$ cat config.mk
export PLATFORM = sky130hd
export DESIGN_NAME = i2cw_target
export DESIGN_NICKNAME = d
export VERILOG_FILES = /design/src/rtl/i2cw_pkg.sv /design/src/rtl/i2cw_line_sync.sv /design/src/rtl/i2cw_bus_events.sv /design/src/rtl/i2cw_xfer_engine.sv /design/src/rtl/i2cw_target.sv
export SDC_FILE = /design/constraint.sdc
export NUM_CORES = 1
export LEC_CHECK = 0
export CORE_MARGIN = 2
export CORE_UTILIZATION = 55
export CTS_BUF_LIST = sky130_fd_sc_hd__clkbuf_16
export DETAILED_ROUTE_END_ITERATION = 10
export HOLD_SLACK_MARGIN = 0.03
export PLACE_DENSITY = 0.86
export SETUP_SLACK_MARGIN = 0.1
export SLEW_MARGIN = 20
export SYNTH_ARGS = -nofsm -noshare
export SYNTH_HDL_FRONTEND = slang
export SYNTH_SLANG_ARGS = --single-unit
$ cat constraint.sdc
create_clock -name clk -period 4.1 [get_ports clk]
set_input_delay 1.025 -clock clk [delete_from_list [all_inputs] [get_ports clk]]
set_output_delay 1.025 -clock clk [all_outputs]
set_load 0.01 [all_outputs]
$ cat src/rtl/i2cw_pkg.sv
package i2cw_pkg;

    localparam int BYTE_W = 8;
    localparam int CNT_W  = 4;

    typedef enum logic [2:0] {
        ST_IDLE     = 3'd0,
        ST_ADDR     = 3'd1,
        ST_ADDR_ACK = 3'd2,
        ST_REG      = 3'd3,
        ST_REG_ACK  = 3'd4,
        ST_DATA     = 3'd5,
        ST_DATA_ACK = 3'd6,
        ST_SKIP     = 3'd7
    } phase_e;

    typedef struct packed {
        phase_e              phase;
        logic [CNT_W-1:0]    bits;
        logic [BYTE_W-1:0]   shift;
        logic [BYTE_W-1:0]   ptr;
        logic                drive;
        logic                stb;
        logic [BYTE_W-1:0]   wa;
        logic [BYTE_W-1:0]   wd;
    } eng_s;

endpackage

$ cat src/rtl/i2cw_line_sync.sv
module i2cw_line_sync #(
    parameter int LINES  = 2,
    parameter int STAGES = 2
) (
    input  logic             clk,
    input  logic             rst_n,
    input  logic [LINES-1:0] raw_i,
    output logic [LINES-1:0] level_o,
    output logic [LINES-1:0] prev_o
);

    localparam int TOP = STAGES;

    for (genvar g = 0; g < LINES; g++) begin : g_line
        logic [TOP:0] chain_d, chain_q;

        always_comb begin
            chain_d = {chain_q[TOP-1:0], raw_i[g]};
        end

        always_ff @(posedge clk or negedge rst_n) begin
            if (!rst_n) chain_q <= '1;
            else        chain_q <= chain_d;
        end

        assign level_o[g] = chain_q[TOP-1];
        assign prev_o[g]  = chain_q[TOP];
    end

endmodule

$ cat src/rtl/i2cw_bus_events.sv
module i2cw_bus_events (
    input  logic scl_i,
    input  logic scl_prev_i,
    input  logic sda_i,
    input  logic sda_prev_i,
    output logic scl_rise_o,
    output logic scl_fall_o,
    output logic start_o,
    output logic stop_o
);

    logic scl_steady_high;

    always_comb begin
        scl_steady_high = scl_i & scl_prev_i;
        scl_rise_o      = scl_i & ~scl_prev_i;
        scl_fall_o      = ~scl_i & scl_prev_i;
        start_o         = scl_steady_high & sda_prev_i & ~sda_i;
        stop_o          = scl_steady_high & ~sda_prev_i & sda_i;
    end

endmodule

$ cat src/rtl/i2cw_xfer_engine.sv
module i2cw_xfer_engine
    import i2cw_pkg::*;
#(
    parameter int                 STRAP_W     = 2,
    parameter logic [6-STRAP_W:0] ADDR_PREFIX = 5'b11011
) (
    input  logic               clk,
    input  logic               rst_n,
    input  logic               sda_i,
    input  logic               scl_rise_i,
    input  logic               scl_fall_i,
    input  logic               start_i,
    input  logic               stop_i,
    input  logic [STRAP_W-1:0] strap_i,
    output logic               sda_low_o,
    output logic               wr_strobe_o,
    output logic [BYTE_W-1:0]  wr_addr_o,
    output logic [BYTE_W-1:0]  wr_data_o
);

    localparam logic [CNT_W-1:0] FULL = CNT_W'(BYTE_W);

    eng_s q, d;
    logic receiving;
    logic addr_hit;

    always_comb begin
        receiving = (q.phase == ST_ADDR) || (q.phase == ST_REG) || (q.phase == ST_DATA);
        addr_hit  = (q.shift[BYTE_W-1:1] == {ADDR_PREFIX, strap_i}) && !q.shift[0];
    end

    always_comb begin
        d     = q;
        d.stb = 1'b0;
        if (stop_i) begin
            d.phase = ST_IDLE;
            d.drive = 1'b0;
            d.bits  = '0;
        end else if (start_i) begin
            d.phase = ST_ADDR;
            d.drive = 1'b0;
            d.bits  = '0;
        end else if (scl_rise_i) begin
            if (receiving && q.bits < FULL) begin
                d.shift = {q.shift[BYTE_W-2:0], sda_i};
                d.bits  = q.bits + 1'b1;
            end
        end else if (scl_fall_i) begin
            case (q.phase)
                ST_ADDR: begin
                    if (q.bits == FULL) begin
                        if (addr_hit) begin
                            d.phase = ST_ADDR_ACK;
                            d.drive = 1'b1;
                        end else begin
                            d.phase = ST_SKIP;
                        end
                    end
                end
                ST_REG: begin
                    if (q.bits == FULL) begin
                        d.phase = ST_REG_ACK;
                        d.drive = 1'b1;
                        d.ptr   = q.shift;
                    end
                end
                ST_DATA: begin
                    if (q.bits == FULL) begin
                        d.phase = ST_DATA_ACK;
                        d.drive = 1'b1;
                        d.stb   = 1'b1;
                        d.wa    = q.ptr;
                        d.wd    = q.shift;
                    end
                end
                ST_ADDR_ACK: begin
                    d.phase = ST_REG;
                    d.drive = 1'b0;
                    d.bits  = '0;
                end
                ST_REG_ACK: begin
                    d.phase = ST_DATA;
                    d.drive = 1'b0;
                    d.bits  = '0;
                end
                ST_DATA_ACK: begin
                    d.phase = ST_DATA;
                    d.drive = 1'b0;
                    d.bits  = '0;
                    d.ptr   = q.ptr + 1'b1;
                end
                default: ;
            endcase
        end
    end

    always_ff @(posedge clk or negedge rst_n) begin
        if (!rst_n) q <= '0;
        else        q <= d;
    end

    assign sda_low_o   = q.drive;
    assign wr_strobe_o = q.stb;
    assign wr_addr_o   = q.wa;
    assign wr_data_o   = q.wd;

    // a write strobe never lasts more than one clock
    p_strobe_single_r6: assert property (@(posedge clk) disable iff (!rst_n)
        q.stb |=> !q.stb);

    // a strobe always comes with the acknowledge of its byte
    p_strobe_with_ack_r6: assert property (@(posedge clk) disable iff (!rst_n)
        q.stb |-> q.drive);

    // the acknowledge drive starts only after a detected SCL fall
    p_ack_on_fall_r11: assert property (@(posedge clk) disable iff (!rst_n)
        $rose(q.drive) |-> $past(scl_fall_i));

    // SDA is released only on an SCL fall or a bus condition
    p_release_r4: assert property (@(posedge clk) disable iff (!rst_n)
        $fell(q.drive) |-> $past(scl_fall_i || start_i || stop_i));

    // a STOP leaves the engine idle with the line released
    p_stop_idle_r4: assert property (@(posedge clk) disable iff (!rst_n)
        stop_i |=> (q.phase == ST_IDLE && !q.drive));

    // a START always restarts address reception
    p_restart_r9: assert property (@(posedge clk) disable iff (!rst_n)
        (start_i && !stop_i) |=> (q.phase == ST_ADDR && q.bits == '0));

    // leaving a data acknowledge advances the pointer by one
    p_ptr_step_r7: assert property (@(posedge clk) disable iff (!rst_n)
        ($past(q.phase) == ST_DATA_ACK && q.phase == ST_DATA)
            |-> q.ptr == BYTE_W'($past(q.ptr) + 1'b1));

    // an unaddressed transfer stays silent
    p_skip_silent_r2: assert property (@(posedge clk) disable iff (!rst_n)
        (q.phase == ST_SKIP) |-> (!q.drive && !q.stb));

endmodule

$ cat src/rtl/i2cw_target.sv
module i2cw_target
    import i2cw_pkg::*;
#(
    parameter int                 STRAP_W     = 2,
    parameter logic [6-STRAP_W:0] ADDR_PREFIX = 5'b11011,
    parameter int                 SYNC_STAGES = 2
) (
    input  logic               clk,
    input  logic               rst_n,
    input  logic               scl_i,
    input  logic               sda_i,
    input  logic [STRAP_W-1:0] strap_i,
    output logic               sda_low_o,
    output logic               wr_strobe_o,
    output logic [BYTE_W-1:0]  wr_addr_o,
    output logic [BYTE_W-1:0]  wr_data_o
);

    logic [1:0] line_lvl, line_prev;
    logic       scl_rise, scl_fall, bus_start, bus_stop;

    i2cw_line_sync #(.LINES(2), .STAGES(SYNC_STAGES)) u_sync (
        .clk     (clk),
        .rst_n   (rst_n),
        .raw_i   ({sda_i, scl_i}),
        .level_o (line_lvl),
        .prev_o  (line_prev)
    );

    i2cw_bus_events u_events (
        .scl_i      (line_lvl[0]),
        .scl_prev_i (line_prev[0]),
        .sda_i      (line_lvl[1]),
        .sda_prev_i (line_prev[1]),
        .scl_rise_o (scl_rise),
        .scl_fall_o (scl_fall),
        .start_o    (bus_start),
        .stop_o     (bus_stop)
    );

    i2cw_xfer_engine #(.STRAP_W(STRAP_W), .ADDR_PREFIX(ADDR_PREFIX)) u_engine (
        .clk         (clk),
        .rst_n       (rst_n),
        .sda_i       (line_lvl[1]),
        .scl_rise_i  (scl_rise),
        .scl_fall_i  (scl_fall),
        .start_i     (bus_start),
        .stop_i      (bus_stop),
        .strap_i     (strap_i),
        .sda_low_o   (sda_low_o),
        .wr_strobe_o (wr_strobe_o),
        .wr_addr_o   (wr_addr_o),
        .wr_data_o   (wr_data_o)
    );

endmodule

# Word level (Yosys, flattened, before mapping)
# Index checks and enable logic that the tools add are counted.
totals:
  ff_bits: 47
  inputBits: 6
  output_inout_bits: 18
classes:
  add_sub_neg: 2
  n_lt_le_gt_ge: 1
  n_eq_ne: 15
  mux: 25
  bitwise_logic: 14
  n_reduce_logical: 19
op_table:
  columns: ["cell", "n"]
  rows:
  - ["$mux W18", 3]
  - ["$mux W17", 3]
  - ["$mux W7", 3]
  - ["$reduce_and A6 Y1", 3]
  - ["$pmux W8 S2", 1]
  - ["$mux W3", 5]
  - ["$pmux W3 S5", 1]
  - ["$mux W12", 1]
  - ["$ne A4 B4 Y1 const B", 3]
  - ["$eq A3 B3 Y1 const B", 3]
  - ["$mux W9", 1]
  - ["$add A8 B1 Y8 const B", 1]
  - ["$mux W4", 2]
  - ["$reduce_bool A4 Y1", 2]
  - ["$and A1 B1 Y1", 7]
  - ["$eq A7 B7 Y1", 1]
  - ["$not A1 Y1", 7]
  - ["$reduce_and A7 Y1", 1]
  - ["$reduce_bool A7 Y1", 1]
  - ["$eq A3 B2 Y1 const B", 2]
  - ["$reduce_bool A6 Y1", 1]
  - ["$add A4 B1 Y4 const B", 1]
  - ["$eq A4 B4 Y1 const B", 1]
  - ["$lt A4 B4 Y1 const B", 1]
  - ["16 further kinds", 21]

# Logic depth before layout (Yosys ltp)
# Gate-level depths: netlist (run 1).
depth:
  depth_word: 9
  ltp_mapped: 7
  mapped_depth_nobuf: 6

# By module
# From an unflattened synthesis (run 1), not the netlist that was laid out.
unflattened:
  cells_unflattened: 201
  area_unflattened_um2: 2376.0
by_module_without_submodules:
  columns: ["module", "instances", "cells_each", "area_each_um2", "seq_area_each_um2"]
  rows:
  - ["i2cw_xfer_engine", 1, 187, 2155.8, 1026.0]
  - ["i2cw_line_sync", 1, 10, 187.7, 157.7]
  - ["i2cw_bus_events", 1, 4, 32.5, 0.0]

# Worst setup path before layout (run 1)
# OpenSTA, ideal clock, no wires.
synth_timing:
  path_type: "input to register"
  from: "input strap_i[1]"
  to: "register u_engine.q (netlist bit u_engine.sda_low_o)"
  arrival_ns: 2.187
  required_time_ns: 3.972
  slack_ns: 1.785
  path_stages: 4
  path_buffers: 0
  path_cell_list: "xor2_1 or4_4 a32oi_1 mux2_1"
synth_between:
  elab_chain_cells: 4
synth_lines:
  columns: ["item", "line", "source"]
  rows:
  - ["from (decl)", "i2cw_target.sv:12", "input logic [STRAP_W-1:0] strap_i,"]
  - ["$eq A7 B7 Y1", "i2cw_xfer_engine.sv:29", "addr_hit = (q.shift[BYTE_W-1:1] == {ADDR_PREFIX, strap_i}) && !q.shift[0];"]
  - ["$logic_and A1 B1 Y1", "i2cw_xfer_engine.sv:29", null]
  - ["$ne A4 B3 Y1 (no source line)", null, null]
  - ["$reduce_and A7 Y1 (no source line)", null, null]
  - ["to (signal assigned)", "i2cw_xfer_engine.sv:98", "if (!rst_n) q <= '0;"]
  - ["to (signal assigned)", "i2cw_xfer_engine.sv:99", "else q <= d;"]
  - ["to (decl)", "i2cw_xfer_engine.sv:23", "eng_s q, d;"]
# No other way between the ends.
# A chain may end at the register's enable or synchronous reset.

# Final worst setup path (run 1)
# Same ends and word-level chain as after synthesis.

==> metrics.md, run 1 <==
| Metric | Value |
|---|---|
| Area share of the largest cell type after synthesis | `0.4197` |
| Syn_area_per_cell | `about 11 um^2` |
| CP arrival | `between 2 and 3 ns` |
| Clock Power Share | `0.309` |
| DRT iter0 DRCs | `approximately 130` |
| Combinational power share | `0.226` |
| Site Rows | `24` |
| Synthesis Warnings | `0` |
| Worst Setup End Kind | `flip-flop` |
| CTS tree | `built` |
| Number of synthesized flops with an enable pin | `0` |
| Seq cells post-synth | `47` |
| # Max-Cap Violations | `0` |
| Area of placed instances | `0.002565 mm^2` |
| Dpl ws | `about 1.3 ns` |
| Vias in the first global route | `roughly 1600` |
| Net Switching | `0.4809 mW` |
| Fillers | `344` |
| Achievable Freq | `397.3 MHz` |
| Worst Path Max Fanout | `4` |
| GRT overflow | `0` |
| Largest net degree at the start of global routing | `48` |
| Outcome | `completed` |
| # diodes | `0` |
| Via density per instance | `~6` |
| DIE AREA | `approximately 0.005 mm^2` |
| Most used flip-flop cell after synthesis | `dfrtp_1` |
| Initial antenna violation count | `0` |
| Slew at the pin closest to its max-slew limit | `0.8468 ns` |
| Root buf cell | `clkbuf_16` |
| Clk_lat worst skew | `roughly 0.29 ns` |
| Endpoints failing hold | `0` |
| Unrepaired setup endpoints after global routing | `no` |
| Min-delay src | `u_sync.g_line[0].chain_q[0]$_DFF_PN1_` |
| Seq/Total Area, Yosys | `0.4841` |
| Period utilisation layout | `0.6140` |
| Cells after Synth | `215` |
| Async SR Flop Fraction | `1.000` |
| Die Y | `about 71 um` |
| Die width | `70.67 um` |
| Clock slew at reported path FFs | `~0.060 ns` |
| DRT Pass-1 Iters | `5` |
| GRT Total Usage | `0.1937` |
| Leak pwr | `about 1.2 nW` |
| FF-to-FF Start | `u_sync.g_line[0].chain_q[2]$_DFF_PN1_` |
| Final cell count without fillers | `around 270` |
| Cts hold-fix bufs | `0` |
| Yosys cell types | `48` |
| Switching portion of total power | `0.3209` |
| Req. time, crit path | `around 4.3 ns` |
| Initial Utilization | `0.5654` |
| Worst VDD drop | `~420 uV` |
| DP HPWL | `~3000 um` |
| Layout area overhead | `12.28%` |
| Synth area leaders | `dfrtp_1, mux2_2, dfstp_2` |
| CTS Sinks | `47` |
| Seq pwr share | `0.465` |
| Hold Crit Class | `flip-flop to flip-flop` |
| Power Internal | `slightly above 1 mW` |
| Post-CTS setup buffer count | `0` |
| Tmin final | `roughly 2.5 ns` |
| R2r worst-path depth | `5` |
| Final setup viols | `0` |
| Cell Area, Synth | `between 0.002 and 0.0025 mm^2` |
| First-pass GRT wire length | `7583 um` |
| Final wirelength | `around 4300 um` |
| IO buf count | `23` |
| Placer Congestion | `0.8327` |
| I/O Pins | `24` |
| Final Worst Setup Slack | `between 1.5 and 2 ns` |
| Placed cells | `~270` |
| ANT nets after route | `0` |
| Setup CP Type | `input pin to flip-flop` |
| Fin nets | `233` |
| Total negative setup slack | `0 ns` |
| Most frequent cells in the layout | `dfrtp_1, mux2_2, clkdlybuf4s50_1, nand2_1, o21ai_0` |
| Synth area leader | `dfrtp_1` |
| Clock Path Buffers | `2` |
| CTS Buf Count | `5` |
| Max_slew headroom | `0.4337` |
| Most common cell after layout, fill and taps aside | `dfrtp_1` |
| DRC Markers | `0` |
| Max Slew Vio Count | `0` |
| Post-Syn Nets | `228` |
| Hold Path Cell Cnt | `0` |
| Final Cell Area | `0.002745 mm^2` |
| Core ar. | `0.004324 mm^2` |
| Clock Skew | `0.004003 ns` |
| Post-cts resize count | `0` |
| CP startpoint | `strap_i[1]` |
| H-tree depth | `2` |
| Cell area power density | `between 500 and 600 mW/mm^2` |
| Startpoint Class | `input pin` |
| Routed WL per cell | `15.87 um` |
| Vias | `around 1600` |
| Share of cells above drive strength 1 | `0.2217` |
[flip-flops by register name, summed over array words and instances (netlist names)]
register,count
u_engine.q,23
u_sync.g_line.chain_q,6
u_engine.wr_data_o,8
u_engine.wr_addr_o,8
u_engine.wr_strobe_o,1
u_engine.sda_low_o,1
[worst max-delay path, cell delays in order]
cell	delay, ns
clkdlybuf4s50_1	0.41
xor2_1	0.16
or4_4	0.52
a32oi_1	0.24
mux2_1	0.33
[metal layers]
layer | track usage | part of all wire | vias to the layer above
met5 | 0 | 0 | -
met4 | 0.07547 | 0.023 | 0
met3 | 0.03419 | 0.036 | 9
met2 | 0.3218 | 0.49 | 42
met1 | 0.2554 | 0.45 | 812
li1 | - | - | 770
[logic make-up after synthesis]
group	after synthesis	share of synthesized area
compound gates	38	0.1090
xor+xnor	5	0.01791
fa+ha+maj	7	0.03582
buf+inv	33	0.08188
flops	47	0.4841
mux	29	0.1331
simple gates	56	0.1382
[per-stage QoR]
stage                     hold slack (ns)    util  total power [mW]
after floorplan                    0.3452       -            0.9382
after global placement             0.3461  0.5932             1.009
after detailed placement           0.3468  0.5932             1.034
after CTS                          0.3563  0.6328             1.504
after global routing               0.3638  0.6348             1.587
final                              0.3561  0.6348             1.499
[power by group through the flow]
stage	Combinational, mW	Clock [mW]	Sequential (mW)
after floorplan	0.311	0	0.627
after global placement	0.317	0	0.692
after detailed placement	0.331	0	0.704
after CTS	0.337	0.472	0.695
after global routing	0.382	0.486	0.719
final	0.339	0.463	0.697
[area by class of cell]
type                    count  area [um^2]  area share
inverters                   8        30.03     0.01094
flip-flops and latches     47         1184      0.4312
clock buffers               5        125.1     0.04558
well taps                  52        65.06     0.02370
repair buffers             23        227.7     0.08295
multi-input cells         135         1067      0.3888
clock inverters             3        46.29     0.01686
[final timing paths]
kind                       slack [ns]                                    end
min                              0.36  u_sync.g_line[0].chain_q[1]$_DFF_PN1_
min reg2reg                      0.36  u_sync.g_line[0].chain_q[1]$_DFF_PN1_
max reg2reg                      1.72      u_engine.wr_data_o[7]$_DFFE_PN0P_
max                              1.58         u_engine.sda_low_o$_DFFE_PN0P_
min in group asynchronous        0.73             u_engine.q[36]$_DFFE_PN0P_
max in group asynchronous        2.97      u_engine.wr_addr_o[4]$_DFFE_PN0P_
[cell usage after synthesis (2+ instances only)]
cell type / instances
a31oi_1: 2
inv_1: 8
dfstp_2: 6
nor4_1: 2
nor2b_1: 6
a211oi_1: 4
mux2_2: 27
nand2_1: 11
buf_2: 4
clkbuf_1: 3
ha_1: 7
o31ai_1: 2
and3_1: 2
nand3_1: 4
and3b_1: 3
a21oi_1: 3
or3_1: 2
o22ai_1: 2
nand4_1: 2
o21ai_0: 9
nor3_1: 5
a32oi_1: 3
nor2_1: 6
dfrtp_1: 41
or2_2: 2
a2bb2oi_1: 6
buf_4: 17
xor2_1: 4
nand3b_1: 3
(Power assumes the default switching activity.)
==> run 2, diff against run 1 <==
==> constraint.sdc (replaced) <==
create_clock -name clk -period 2.5 [get_ports clk]
set_input_delay 0.625 -clock clk [delete_from_list [all_inputs] [get_ports clk]]
set_output_delay 0.625 -clock clk [all_outputs]
set_load 0.01 [all_outputs]
==> run 2 against run 1 <==
Net effect:
- non-clock buffer count grew 4
- flip-flop and latch count did not move
- register-to-register slack got worse by 1.3 ns
- via count fell by 0.18%
- first-iteration DRC count down 6.0%
- clock power rose by 65%
- hold slack got worse by 0.00090 ns
- critical endpoint unchanged
- highest routed layer unchanged
==> metrics.md, run 2 (synthesized netlist as in run 1, its figures left out) <==
| Metric | Value |
|---|---|
| First-pass GRT wire length | `7734 um (was 7583 um)` |
| CP arrival | `2.29 ns (was 2.69 ns)` |
| CP startpoint | `strap_i[1] (unchanged)` |
| Largest net degree at the start of global routing | `48 (unchanged)` |
| Unrepaired setup endpoints after global routing | `no (unchanged)` |
| Most frequent cells in the layout | `dfrtp_1, mux2_2, clkdlybuf4s50_1, nand2_1, o21ai_0 (unchanged)` |
| Share of the core filled with cells | `0.6400 (was 0.6348)` |
| Period utilisation layout | `0.8492` |
| Total negative setup slack | `0 ns (unchanged)` |
| Final Worst Setup Slack | `0.3770 ns (was 1.583 ns)` |
| GRT Total Usage | `0.1999 (was 0.1937)` |
| DRT Pass-1 Iters | `4 (was 5)` |
| ANT nets after route | `0 (unchanged)` |
| Tmin final | `roughly 2.1 ns` |
| DIE AREA | `0.004994 mm^2 (unchanged)` |
| Clock Path Buffers | `2 (unchanged)` |
| Top reg by flops | `u_engine.q (unchanged)` |
| DRT iter0 DRCs | `125 (was 133)` |
| Routed WL per cell | `16.35 um (was 15.87 um)` |
| Leak pwr | `1.232 nW (was 1.211 nW)` |
| Cell area power density | `893.9 mW/mm^2 (was 545.9 mW/mm^2)` |
| Hold Path Cell Cnt | `0 (unchanged)` |
| CTS Sinks | `47 (unchanged)` |
| Setup CP Type | `input pin to flip-flop (unchanged)` |
| Setup crit end | `u_engine.sda_low_o$_DFFE_PN0P_ (unchanged)` |
| Dpl ws | `0.07661 ns (was 1.285 ns)` |
| Vias in the first global route | `1617 (was 1607)` |
| Initial Utilization | `0.5654 (unchanged)` |
| Die Y | `70.67 um (unchanged)` |
| FF-to-FF Start | `u_sync.g_line[0].chain_q[2]$_DFF_PN1_ (unchanged)` |
| Clock Power Share | `0.309 (about the same)` |
| CTS tree | `built (unchanged)` |
| Final Cell Area | `0.002768 mm^2 (was 0.002745 mm^2)` |
| # diodes | `0 (unchanged)` |
| Seq pwr share | `0.463 (was 0.465)` |
| I/O Pins | `24 (unchanged)` |
| Placer Congestion | `0.8413 (was 0.8327)` |
| Final wirelength | `4530 um (was 4333 um)` |
| Worst reg-to-reg setup slack | `0.42 ns (was 1.72 ns)` |
| IO buf count | `23 (unchanged)` |
| Most common cell after layout, fill and taps aside | `dfrtp_1 (unchanged)` |
| Vias | `1630 (was 1633)` |
| Power, Total | `2.474 mW (was 1.499 mW)` |
| Slew at the pin closest to its max-slew limit | `0.7527 ns (was 0.8468 ns)` |
| Clk_lat worst skew | `0.29 ns (about the same)` |
| # Max-Cap Violations | `0 (unchanged)` |
| Layout area overhead | `13.20% (was 12.28%)` |
| Fillers | `343 (was 344)` |
| Req. time, crit path | `2.67 ns (was 4.27 ns)` |
| Root buf cell | `clkbuf_16 (unchanged)` |
| GRT overflow | `0 (unchanged)` |
| Hold Crit Class | `flip-flop to flip-flop (unchanged)` |
| Max Slew Vio Count | `0 (unchanged)` |
| Switching portion of total power | `0.3224 (was 0.3209)` |
| DRC Markers | `0 (unchanged)` |
| Clock Skew | `0.004497 ns (was 0.004003 ns)` |
| Worst VDD drop | `485.0 uV (was 421.7 uV)` |
| Area of placed instances | `0.002595 mm^2 (was 0.002565 mm^2)` |
| Net Switching | `0.7977 mW (was 0.4809 mW)` |
| Die width | `70.67 um (unchanged)` |
| Share of cells above drive strength 1 | `0.2311 (was 0.2217)` |
| Max reg flops | `23 (unchanged)` |
| Achievable Freq | `approximately 470 MHz` |
| Post-cts resize count | `0 (unchanged)` |
| Via density per instance | `5.884 (was 5.982)` |
| Fin nets | `237 (was 233)` |
| Worst Path Max Fanout | `4 (unchanged)` |
| DP HPWL | `3018 um (was 2978 um)` |
| CP peak stage delay | `0.52 ns (about the same)` |
| Post-CTS setup buffer count | `0 (unchanged)` |
| Site Rows | `24 (unchanged)` |
| Clock slew at reported path FFs | `0.06 ns (about the same)` |
| CTS Buf Count | `5 (unchanged)` |
| Endpoints failing hold | `0 (unchanged)` |
| H-tree depth | `2 (unchanged)` |
| Initial antenna violation count | `0 (unchanged)` |
| Power Internal | `1.676 mW (was 1.018 mW)` |
| CP max-delay cell | `or4_4 (unchanged)` |
| Outcome | `completed (unchanged)` |
| Max_slew headroom | `0.4982 (was 0.4337)` |
| Combinational power share | `0.228 (was 0.226)` |
| FF-to-FF End | `u_engine.wr_addr_o[0]$_DFFE_PN0P_ (was u_engine.wr_data_o[7]$_DFFE_PN0P_)` |
| Worst Setup End Kind | `flip-flop (unchanged)` |
| Core ar. | `0.004324 mm^2 (unchanged)` |
| Startpoint Class | `input pin (unchanged)` |
| Cts hold-fix bufs | `0 (unchanged)` |
| R2r worst-path depth | `6 (was 5)` |
| CP Cell Sequence | `clkdlybuf4s50_1 > xor2_1 > or4_4 > a32oi_1 > mux2_1 (unchanged)` |
| Final setup viols | `0 (unchanged)` |
-- run 2: layout make-up --
cell class | instances | area, um^2 | area share
Clock buffer | 5 | 125.1 | 0.04521
Clock inverter | 3 | 47.55 | 0.01718
Multi-Input combinational cell | 135 | 1061 | 0.3834
Timing Repair Buffer | 27 | 255.2 | 0.09222
Inverter | 8 | 30.03 | 0.01085
Sequential cell | 47 | 1184 | 0.4277
Tap cell | 52 | 65.06 | 0.02351
-- run 2: through the flow --
stage / hold WS [ns] / std cells
final: 0.3552 / 277
after global routing: 0.3572 / 277
after CTS: 0.3561 / 277
after detailed placement: 0.3468 / 269
after global placement: 0.3461 / 269
after floorplan: 0.3294 / 215
-- run 2: worst max-delay path: cells and delay by family --
| kind | cells | cell delay, ns |
|---|---|---|
| AO/OA/AOI/OAI | 1 | 0.23 |
| XOR/XNOR | 1 | 0.16 |
| buffers and inverters | 1 | 0.42 |
| multiplexers | 1 | 0.34 |
| AND/OR/NAND/NOR | 1 | 0.52 |
-- run 2: per-layer routing --
layer | GRT usage | up-vias | routed length [um]
met5 | 0 | - | 0
met4 | 0.07338 | 0 | 74
met3 | 0.05271 | 9 | 195
met2 | 0.3281 | 49 | 2196
met1 | 0.2575 | 782 | 2063
li1 | - | 790 | -
-- run 2: worst min path at each step --
stage,from,end,slack (ns)
finish,u_sync.g_line[1].chain_q[0]$_DFF_PN1_,u_sync.g_line[1].chain_q[1]$_DFF_PN1_,0.36
global route,u_sync.g_line[0].chain_q[0]$_DFF_PN1_,u_sync.g_line[0].chain_q[1]$_DFF_PN1_,0.36
CTS,u_sync.g_line[1].chain_q[0]$_DFF_PN1_,u_sync.g_line[1].chain_q[1]$_DFF_PN1_,0.36
detailed placement,u_sync.g_line[1].chain_q[0]$_DFF_PN1_,u_sync.g_line[1].chain_q[1]$_DFF_PN1_,0.35
global placement,u_sync.g_line[1].chain_q[0]$_DFF_PN1_,u_sync.g_line[1].chain_q[1]$_DFF_PN1_,0.35
floorplan,rst_n,u_engine.q[18]$_DFFE_PN0P_,0.33
-- run 2: power by group through the flow --
stage / registers, mW / clock network [mW] / logic (mW)
floorplan: 1.03 / 0 / 0.510
global placement: 1.13 / 0 / 0.526
detailed placement: 1.15 / 0 / 0.553
CTS: 1.14 / 0.783 / 0.562
global route: 1.18 / 0.814 / 0.626
finish: 1.15 / 0.764 / 0.563
==> run 3, diff against run 2 <==
==> constraint.sdc (replaced) <==
create_clock -name clk -period 2.2 [get_ports clk]
set_input_delay 0.55 -clock clk [delete_from_list [all_inputs] [get_ports clk]]
set_output_delay 0.55 -clock clk [all_outputs]
set_load 0.01 [all_outputs]
==> run 3 against run 2 <==
Net effect:
- clock skew is 0.0014 ns higher
- largest cell class unchanged
- critical path depth stayed put
- wire length is 0.88% higher
- clock power is 29% higher
- final cell count is 0.36% higher
- sequential power is 13% higher
- critical path type unchanged
==> metrics.md, run 3 (synthesized netlist as in run 1, its figures left out) <==
| Metric | Value |
|---|---|
| First-pass GRT wire length | `7928 um (was 7734 um)` |
| Worst Setup End Kind | `flip-flop (unchanged)` |
| Vias in the first global route | `1638 (was 1617)` |
| Die width | `70.67 um (unchanged)` |
| Placer Congestion | `0.8514 (was 0.8413)` |
| Root buf cell | `clkbuf_16 (unchanged)` |
| Initial Utilization | `0.5654 (unchanged)` |
| Leak pwr | `1.256 nW (was 1.232 nW)` |
| Met1 GRT Util | `0.2606 (was 0.2575)` |
| Clock Skew | `0.005885 ns (was 0.004497 ns)` |
| CP arrival | `2.23 ns (was 2.29 ns)` |
| # Max-Cap Violations | `0 (unchanged)` |
| Most common cell after layout, fill and taps aside | `dfrtp_1 (unchanged)` |
| Site Rows | `24 (unchanged)` |
| DRC Markers | `0 (unchanged)` |
| Net Switching | `0.9062 mW (was 0.7977 mW)` |
| Achievable Freq | `~480 MHz` |
| Area of placed instances | `0.002628 mm^2 (was 0.002595 mm^2)` |
| CTS Sinks | `47 (unchanged)` |
| Clock Path Buffers | `2 (unchanged)` |
| IO buf count | `23 (unchanged)` |
| Max_slew headroom | `0.7167 (was 0.4982)` |
| Unrepaired setup endpoints after global routing | `yes (was no)` |
| CP max-delay cell | `or4_4 (unchanged)` |
| Most frequent cells in the layout | `dfrtp_1, mux2_2, clkdlybuf4s50_1, nand2_1, o21ai_0 (unchanged)` |
| Max Slew Vio Count | `0 (unchanged)` |
| Final wirelength | `4570 um (was 4530 um)` |
| Global Route met3 Usage | `0.05128 (was 0.05271)` |
| Final Cell Area | `0.002830 mm^2 (was 0.002768 mm^2)` |
| Worst VDD drop | `613.6 uV (was 485.0 uV)` |
| DRT iter0 DRCs | `111 (was 125)` |
| CP Cell Sequence | `clkdlybuf4s50_1 > xor2_1 > or4_4 > a32oi_1 > mux2_1 (unchanged)` |
| Core ar. | `0.004324 mm^2 (unchanged)` |
| Fin nets | `238 (was 237)` |
| Via density per instance | `5.903 (was 5.884)` |
| Worst Path Max Fanout | `4 (unchanged)` |
| Hold Crit Class | `input pin to asynchronous set/reset pin (was flip-flop to flip-flop)` |
| Cts hold-fix bufs | `0 (unchanged)` |
| Hold_ws | `0.2266 ns (was 0.3552 ns)` |
| GRT Total Usage | `0.2045 (was 0.1999)` |
| Period utilisation layout | `0.9399` |
| Top reg by flops | `u_engine.q (unchanged)` |
| Share of cells above drive strength 1 | `0.2389 (was 0.2311)` |
| Combinational power share | `0.222 (was 0.228)` |
| Endpoints failing hold | `0 (unchanged)` |
| # diodes | `0 (unchanged)` |
| DP HPWL | `3130 um (was 3018 um)` |
| GRT overflow | `0 (unchanged)` |
| DIE AREA | `0.004994 mm^2 (unchanged)` |
| Slew at the pin closest to its max-slew limit | `0.4250 ns (was 0.7527 ns)` |
| Clock slew at reported path FFs | `0.06 ns (about the same)` |
| Seq pwr share | `0.443 (was 0.463)` |
| Layout area overhead | `15.76% (was 13.20%)` |
| Outcome | `completed (unchanged)` |
| Power Internal | `2.035 mW (was 1.676 mW)` |
| Fillers | `331 (was 343)` |
| Max reg flops | `23 (unchanged)` |
| H-tree depth | `2 (unchanged)` |
| Clock Power Share | `0.335 (was 0.309)` |
| CP peak stage delay | `0.52 ns (about the same)` |
| Routed WL per cell | `16.44 um (was 16.35 um)` |
| Grt met2 use | `0.3459 (was 0.3281)` |
| ANT nets after route | `0 (unchanged)` |
| I/O Pins | `24 (unchanged)` |
| Req. time, crit path | `2.36 ns (was 2.67 ns)` |
| CTS tree | `built (unchanged)` |
| CTS Buf Count | `5 (unchanged)` |
| Switching portion of total power | `0.3081 (was 0.3224)` |
| Vias | `1641 (was 1630)` |
| DRT Pass-1 Iters | `4 (unchanged)` |
| Clk_lat worst skew | `0.29 ns (about the same)` |
| Final setup viols | `0 (unchanged)` |
| Initial antenna violation count | `0 (unchanged)` |
| GRT busiest layer | `met2 (unchanged)` |
| Setup CP Type | `input pin to flip-flop (unchanged)` |
| Startpoint Class | `input pin (unchanged)` |
| Largest net degree at the start of global routing | `48 (unchanged)` |
| Tmin final | `2.068 ns` |
| Cell area power density | `1039 mW/mm^2 (was 893.9 mW/mm^2)` |
| Die Y | `70.67 um (unchanged)` |
-- run 3: metrics by stage --
step | util | power (mW) | worst slack, ns | setup TNS, ns | instances
2_1_floorplan | - | 1.749 | 0.2093 | 0 | 215
3_3_place_gp | 0.6076 | 1.898 | -0.1191 | -0.1191 | 270
3_5_place_dp | 0.6076 | 1.942 | -0.1631 | -0.1631 | 270
4_1_cts | 0.6531 | 2.938 | 0.1350 | 0 | 278
5_1_grt | 0.6545 | 3.097 | 0.09249 | 0 | 278
6_report | 0.6545 | 2.941 | 0.1323 | 0 | 278
-- run 3: routing by layer --
| layer | routed length, um | vias up | part of all wire |
|---|---|---|---|
| li1 | - | 785 | - |
| met2 | 2340 | 41 | 0.51 |
| met1 | 1971 | 807 | 0.43 |
| met3 | 180 | 8 | 0.039 |
| met4 | 77 | 0 | 0.017 |
| met5 | 0 | - | 0 |
-- run 3: power by group through the flow --
stage               Clock (mW)  Sequential (mW)  Combinational (mW)
finish                   0.986             1.30               0.654
global route              1.03             1.33               0.732
CTS                      0.995             1.29               0.651
detailed placement           0             1.30               0.642
global placement             0             1.29               0.611
floorplan                    0             1.17               0.580
-- run 3: final timing paths --
| kind | startpoint | endpoint | slack [ns] | depth (start not counted) |
|---|---|---|---|---|
| min in group clk | u_sync.g_line[1].chain_q[0]$_DFF_PN1_ | u_sync.g_line[1].chain_q[1]$_DFF_PN1_ | 0.36 | 0 |
| worst min-delay path | rst_n | u_engine.q[36]$_DFFE_PN0P_ | 0.23 | 2 |
| worst max register to register | u_sync.g_line[0].chain_q[2]$_DFF_PN1_ | u_engine.sda_low_o$_DFFE_PN0P_ | 0.19 | 6 |
| worst max-delay path | strap_i[1] | u_engine.sda_low_o$_DFFE_PN0P_ | 0.13 | 5 |
| worst min register to register | u_sync.g_line[1].chain_q[0]$_DFF_PN1_ | u_sync.g_line[1].chain_q[1]$_DFF_PN1_ | 0.36 | 0 |
| max in group asynchronous | rst_n | u_sync.g_line[1].chain_q[2]$_DFF_PN1_ | 1.70 | 2 |
-- run 3: timing repair --
action / in CTS / in global routing
resized for setup: 0 / 1
endpoints found under the setup margin: 0 / 8
setup buffers: 0 / 0
-- run 3: final cells by class --
type,instances,area (um^2),share of cell area
flip-flops and latches,47,1184,0.4182
multi-input cells,135,1067,0.3771
repair buffers,28,287.8,0.1017
clock buffers,5,125.1,0.04421
clock inverters,3,71.32,0.02520
well taps,52,65.06,0.02299
inverters,8,30.03,0.01061
-- run 3: worst max-delay path, delay by kind of cell --
| kind | cells | cell delay, ns |
|---|---|---|
| and+or+nand+nor | 1 | 0.52 |
| xor gates and xnor gates | 1 | 0.16 |
| muxes | 1 | 0.35 |
| AOI/OAI and AO/OA | 1 | 0.24 |
| buffers and inverters | 1 | 0.41 |
